**src/rtl/arb_pool_pkg.sv**
```systemverilog
package arb_pool_pkg;
    typedef enum logic [1:0] {
        ARB_NONE  = 2'd0,
        ARB_RR_HI = 2'd1,
        ARB_RR_LO = 2'd2,
        ARB_FIXED = 2'd3
    } arb_kind_e;

    function automatic arb_kind_e kind_of_level(input int lvl, input int lvl_bits);
        if (lvl == (1 << lvl_bits) - 1) return ARB_RR_HI;
        if (lvl == 0)                   return ARB_RR_LO;
        return ARB_FIXED;
    endfunction
endpackage

```
**src/rtl/arb_level_scan.sv**
```systemverilog
module arb_level_scan #(
    parameter int N      = 4,
    parameter int PRIO_W = 2
) (
    input  logic [N-1:0]        req,
    input  logic [N*PRIO_W-1:0] prio,
    output logic                any_req,
    output logic [PRIO_W-1:0]   top_lvl,
    output logic [N-1:0]        cand
);
    logic [PRIO_W-1:0] lvl [N];

    for (genvar g = 0; g < N; g++) begin : g_lvl
        assign lvl[g]  = prio[g*PRIO_W +: PRIO_W];
        assign cand[g] = req[g] && (lvl[g] == top_lvl);
    end

    always_comb begin
        top_lvl = '0;
        for (int i = 0; i < N; i++) begin
            if (req[i] && (lvl[i] > top_lvl)) top_lvl = lvl[i];
        end
    end

    assign any_req = |req;
endmodule

```
**src/rtl/arb_rr_pick.sv**
```systemverilog
module arb_rr_pick #(
    parameter int N     = 4,
    parameter int IDX_W = 2
) (
    input  logic [N-1:0]     cand,
    input  logic [IDX_W-1:0] last,
    output logic             found,
    output logic [IDX_W-1:0] pick
);
    always_comb begin
        int c;
        c     = 0;
        found = 1'b0;
        pick  = '0;
        for (int off = 1; off <= N; off++) begin
            c = int'(last) + off;
            if (c >= N) c = c - N;
            if (!found && cand[IDX_W'(c)]) begin
                found = 1'b1;
                pick  = IDX_W'(c);
            end
        end
    end
endmodule

```
**src/rtl/arb_fixed_pick.sv**
```systemverilog
module arb_fixed_pick #(
    parameter int N     = 4,
    parameter int IDX_W = 2
) (
    input  logic [N-1:0]     cand,
    output logic [IDX_W-1:0] pick
);
    always_comb begin
        pick = '0;
        for (int i = 0; i < N; i++) begin
            if (cand[i]) pick = IDX_W'(i);
        end
    end
endmodule

```
**src/rtl/prio_pool_arbiter.sv**
```systemverilog
module prio_pool_arbiter
    import arb_pool_pkg::*;
#(
    parameter int N_MASTERS = 4,
    parameter int PRIO_W    = 2,
    parameter int CPU_IDX   = 0,
    parameter int CPU_LVL   = 2,
    localparam int IDX_W     = (N_MASTERS > 1) ? $clog2(N_MASTERS) : 1,
    localparam int PRIO_BITS = N_MASTERS * PRIO_W
) (
    input  logic                 clk,
    input  logic                 rst_n,
    input  logic [N_MASTERS-1:0] req_i,
    input  logic                 prio_wr_i,
    input  logic [PRIO_BITS-1:0] prio_i,
    input  logic                 xfer_done_i,
    output logic [N_MASTERS-1:0] gnt_o,
    output logic [IDX_W-1:0]     gnt_idx_o
);
    function automatic logic [PRIO_BITS-1:0] reset_levels();
        logic [PRIO_BITS-1:0] v;
        v = '0;
        for (int i = 0; i < N_MASTERS; i++) begin
            if (i == CPU_IDX) v[i*PRIO_W +: PRIO_W] = PRIO_W'(CPU_LVL);
        end
        return v;
    endfunction

    localparam logic [PRIO_BITS-1:0] PRIO_RST = reset_levels();
    localparam logic [IDX_W-1:0]     PTR_RST  = IDX_W'(N_MASTERS - 1);

    typedef struct packed {
        logic [PRIO_BITS-1:0] prio;
        logic                 busy;
        logic [IDX_W-1:0]     idx;
        logic [IDX_W-1:0]     ptr_hi;
        logic [IDX_W-1:0]     ptr_lo;
    } arb_state_t;

    arb_state_t st_d, st_q;

    logic                 any_req;
    logic [PRIO_W-1:0]    top_lvl;
    logic [N_MASTERS-1:0] cand;
    logic                 hi_found, lo_found;
    logic [IDX_W-1:0]     hi_pick, lo_pick, fx_pick;
    arb_kind_e            kind;

    arb_level_scan #(.N(N_MASTERS), .PRIO_W(PRIO_W)) u_scan (
        .req     (req_i),
        .prio    (st_q.prio),
        .any_req (any_req),
        .top_lvl (top_lvl),
        .cand    (cand)
    );

    arb_rr_pick #(.N(N_MASTERS), .IDX_W(IDX_W)) u_rr_hi (
        .cand  (cand),
        .last  (st_q.ptr_hi),
        .found (hi_found),
        .pick  (hi_pick)
    );

    arb_rr_pick #(.N(N_MASTERS), .IDX_W(IDX_W)) u_rr_lo (
        .cand  (cand),
        .last  (st_q.ptr_lo),
        .found (lo_found),
        .pick  (lo_pick)
    );

    arb_fixed_pick #(.N(N_MASTERS), .IDX_W(IDX_W)) u_fixed (
        .cand (cand),
        .pick (fx_pick)
    );

    always_comb begin
        kind = any_req ? kind_of_level(int'(top_lvl), PRIO_W) : ARB_NONE;
        st_d = st_q;
        if (prio_wr_i) st_d.prio = prio_i;
        if (st_q.busy) begin
            if (xfer_done_i) st_d.busy = 1'b0;
        end else begin
            unique case (kind)
                ARB_RR_HI: begin
                    st_d.busy   = hi_found;
                    st_d.idx    = hi_pick;
                    st_d.ptr_hi = hi_pick;
                end
                ARB_RR_LO: begin
                    st_d.busy   = lo_found;
                    st_d.idx    = lo_pick;
                    st_d.ptr_lo = lo_pick;
                end
                ARB_FIXED: begin
                    st_d.busy = 1'b1;
                    st_d.idx  = fx_pick;
                end
                default: st_d.busy = 1'b0;
            endcase
        end
    end

    always_ff @(posedge clk) begin
        if (!rst_n) begin
            st_q.prio   <= PRIO_RST;
            st_q.busy   <= 1'b0;
            st_q.idx    <= '0;
            st_q.ptr_hi <= PTR_RST;
            st_q.ptr_lo <= PTR_RST;
        end else begin
            st_q <= st_d;
        end
    end

    for (genvar g = 0; g < N_MASTERS; g++) begin : g_gnt
        assign gnt_o[g] = st_q.busy && (st_q.idx == IDX_W'(g));
    end
    assign gnt_idx_o = st_q.busy ? st_q.idx : '0;
endmodule

```
**config.mk**
```make
export PLATFORM = sky130hd
export DESIGN_NAME = prio_pool_arbiter
export DESIGN_NICKNAME = d
export VERILOG_FILES = /design/src/rtl/arb_pool_pkg.sv /design/src/rtl/arb_level_scan.sv /design/src/rtl/arb_rr_pick.sv /design/src/rtl/arb_fixed_pick.sv /design/src/rtl/prio_pool_arbiter.sv
export SDC_FILE = /design/constraint.sdc
export NUM_CORES = 1
export LEC_CHECK = 0
export BUFFER_PORTS_ARGS = -buffer_cell sky130_fd_sc_hd__buf_4
export CORE_MARGIN = 8
export CORE_UTILIZATION = 56
export CTS_CLUSTER_DIAMETER = 120
export CTS_CLUSTER_SIZE = 10
export DETAILED_ROUTE_END_ITERATION = 8
export GPL_ROUTABILITY_DRIVEN = 0
export PLACE_DENSITY = 0.78
export SLEW_MARGIN = 30
export SYNTH_ARGS = -nofsm -noshare
export SYNTH_HDL_FRONTEND = slang
export SYNTH_HIERARCHICAL = 1
export SYNTH_SLANG_ARGS = --single-unit
```
**constraint.sdc**
```tcl
create_clock -name clk -period 5.5 [get_ports clk]
set_input_delay 0.55 -clock clk [delete_from_list [all_inputs] [get_ports clk]]
set_output_delay 0.55 -clock clk [all_outputs]
set_load 0.01 [all_outputs]
```
==> results.cfg <==
[outcome]
status = completed

[layout]
layout.nets = 201
nFillCells = 216
seq_area_um2 = 300
multi_input_area_um2 = 1000
instances_no_fill = 210
largest_reg_flops = 15
antenna_cells = 0
area_growth_pct = 14.8
top_regs = st_q x15
regMostFlops = st_q
drive_gt1_share_pct = 24.4

[yosys]
netlist-cell-type-count = 49
yosysSeqAreaShare_pct = 22.0
synth-edff-count = 0
ys_ff_latch = 15
synth_commonest_cells = nand2_1 (19), dfxtp_1 (15), mux2i_1 (15), nor2b_1 (10)
syn_nets = 178
async_flop_share_pct = 0
yosys_warnings = 6
yosys.area.top_type = dfxtp_1
synth_area_um2 = 1370
synth.most_common_cell = nand2_1
synth.area.top_cells = dfxtp_1 (22%), mux2i_1 (11%), nand2_1 (5.2%), nor2b_1 (4.6%), ha_1 (3.7%)
syn_avg_cell_area_um2 = 8.64
ys.flop_type = dfxtp_1
yosysTopAreaCellShare_pct = 22.0
synthCells = 158

[power]
p_sw_uw = 145
p_int_uw = 232
vdd_drop_max_uv = 159
power_uw = 377
seqPwrFrac_pct = 36.6
clockPowerShare_pct = 18.1
leakage_uw = 0.000692
p_comb_share_pct = 45.3
switching_share_pct = 38.5
p_per_area_nw_per_um2 = 241

[routing]
drc = 0
wl_per_cell_um = 14.8
drtPass1Iterations = 4
drt-initial-drc-count = 37
ant_nets = 0
via_count = 1235
avgViaCountPerCell = 5.88
routed_wl_um = 3100

[setup_path]
reg2reg_depth = 21
required_ns = 5.72
r2r-end = st_q[4]
cp_slowest_stage_delay_ns = 0.38
cp-end-kind = flip-flop
reg2reg_slack_ns = 0.57
crit_top_cell = ha_1
critical_path.startpoint_type = flip-flop
slowest_stage = dfxtp_1
r2r_start = st_q[8]
worstPathArrival_ns = 5.15
critPathKind = flip-flop to flip-flop
crit_chain = nand2_1 > ha_1 > nor2b_4 > o211ai_1 > nand2_1 > o21ai_0 > ha_1 > nor2_1 > nand3_1 > o311ai_0 > o21ai_0 > o2111a_2 > ha_1 > o31ai_4 > mux2i_4 > mux2_4 > and2b_1 > a21oi_2 > o221ai_2 > nand3_1 > a41oi_1
crit_path_max_fanout = 8

[place]
dp_hpwl_um = 2480
placedCellCount = 206
io_buffers = 21
dp_slack_ns = 0.349

[sta]
maxSlewViolCount = 0
finalCriticalPeriod_ns = 4.93
final-hold-violation-count = 0
relSlewSlack_pct = 53.9
layout_setup_ws_ns = 0.570
fmax_mhz = 203
tightestPinTransition_ns = 0.691
setup_viol = 0
skew_ns = 0.00218
timing.setup.tns_ns = 0
rsz0062_at_grt = false
finalCritPeriodShare_pct = 89.6

[min_path]
hold_class = input port to flip-flop
hold_path.startpoint = prio_i[1]
hold_path_depth = 3
holdPathEnd = st_q[8]

[die]
row_count = 18
initial_core_util_pct = 57.2
die_h_um = 65.4
io_pins = 22
die_area_um2 = 4270
coreArea_um2 = 2390
die_w_um = 65.4

[clocking]
postCtsHoldBufs = 0
cts_max_level = 1
clkLatencyLatePin_ns = 0.29
ctsResizeCount = 0
cts_buffers = 3
cts_tree = done
path_clk_slew_ns = 0.10
root_buffer = clkbuf_4
cts_sinks = 15
post_cts_buffers = 0
clk_path_buf_depth = 2

[grt]
grt-ovfl-total = 0
antenna_found_initial = 0
grt_pass1_wl_um = 5350
grt_usage_pct = 15.1
grt_max_degree = 16
grt_pass1_vias = 1253

[run]
drv_cap = 0
==> layout make-up <==
class	count	share of cell area, %
sequential	15	19.2
timing repair buffer	22	10.5
tap	30	2.40
clock buffer	4	1.68
multi-input combinational	130	64.1
inverter	9	2.16
==> cell families (layout without fill, tap and decap cells) <==
group	Yosys count	count (layout)	synth area share, %
compound gates	35	35	23.6
buf+inv	13	35	4.49
fa+ha+maj	4	4	3.67
flops	15	15	22.0
simple gates	69	69	28.8
mux	18	18	14.8
xor+xnor	4	4	2.57
==> through the flow <==
| stage | instance area [µm²] | hold slack [ns] | util [%] |
|---|---|---|---|
| global route | 1570 | 0.469 | 65.6 |
| floorplan | 1370 | 0.486 | - |
| finish | 1570 | 0.473 | 65.6 |
| detailed placement | 1540 | 0.536 | 64.5 |
| CTS | 1570 | 0.471 | 65.6 |
| global placement | 1540 | 0.510 | 64.5 |
==> how the worst max path moves through the flow <==
| stage | from | endpoint | slack, ns |
|---|---|---|---|
| 6_report | st_q[8] | st_q[4] | 0.57 |
| 3_3_place_gp | req_i[0] | st_q[4] | 0.53 |
| 3_5_place_dp | req_i[0] | st_q[4] | 0.35 |
| 2_1_floorplan | req_i[0] | st_q[4] | 0.79 |
| 4_1_cts | st_q[8] | st_q[4] | 0.61 |
| 5_1_grt | st_q[8] | st_q[4] | 0.18 |
==> critical path, delay by kind of cell, from the launching register on <==
family | cells | cell delay (ns)
mux | 2 | 0.72
fa+ha+maj | 3 | 0.97
compound gates | 9 | 1.64
simple gates | 7 | 1.13
flops | 1 | 0.38
==> cell usage in the layout (no fill, tap or decap), drive strengths merged, types with 4 or more instances in the layout <==
cell type,netlist,routed
ha,4,4
nand2,19,19
a21oi,7,7
nand3,6,6
buf,3,22
dfxtp,15,15
nor2,8,8
and2,5,5
inv,9,9
mux2i,16,16
nor2b,11,11
nand2b,7,7
o21ai,5,5
clkbuf,1,4
a31oi,4,4
==> layer usage <==
layer	share of wire, %	global-route usage [%]
met1	44	17.6
met2	48	26.0
met3	6.6	3.74
met4	1.1	5.72
met5	0	0
==> power groups by stage <==
stage	Clock [µW]	Sequential (µW)	Combinational, µW
after floorplan	0	135	134
after global placement	0	139	164
after detailed placement	0	140	170
after CTS	68.9	138	171
after global routing	77.7	140	188
final	68.3	138	171
Power figures use the tool's default switching activity.
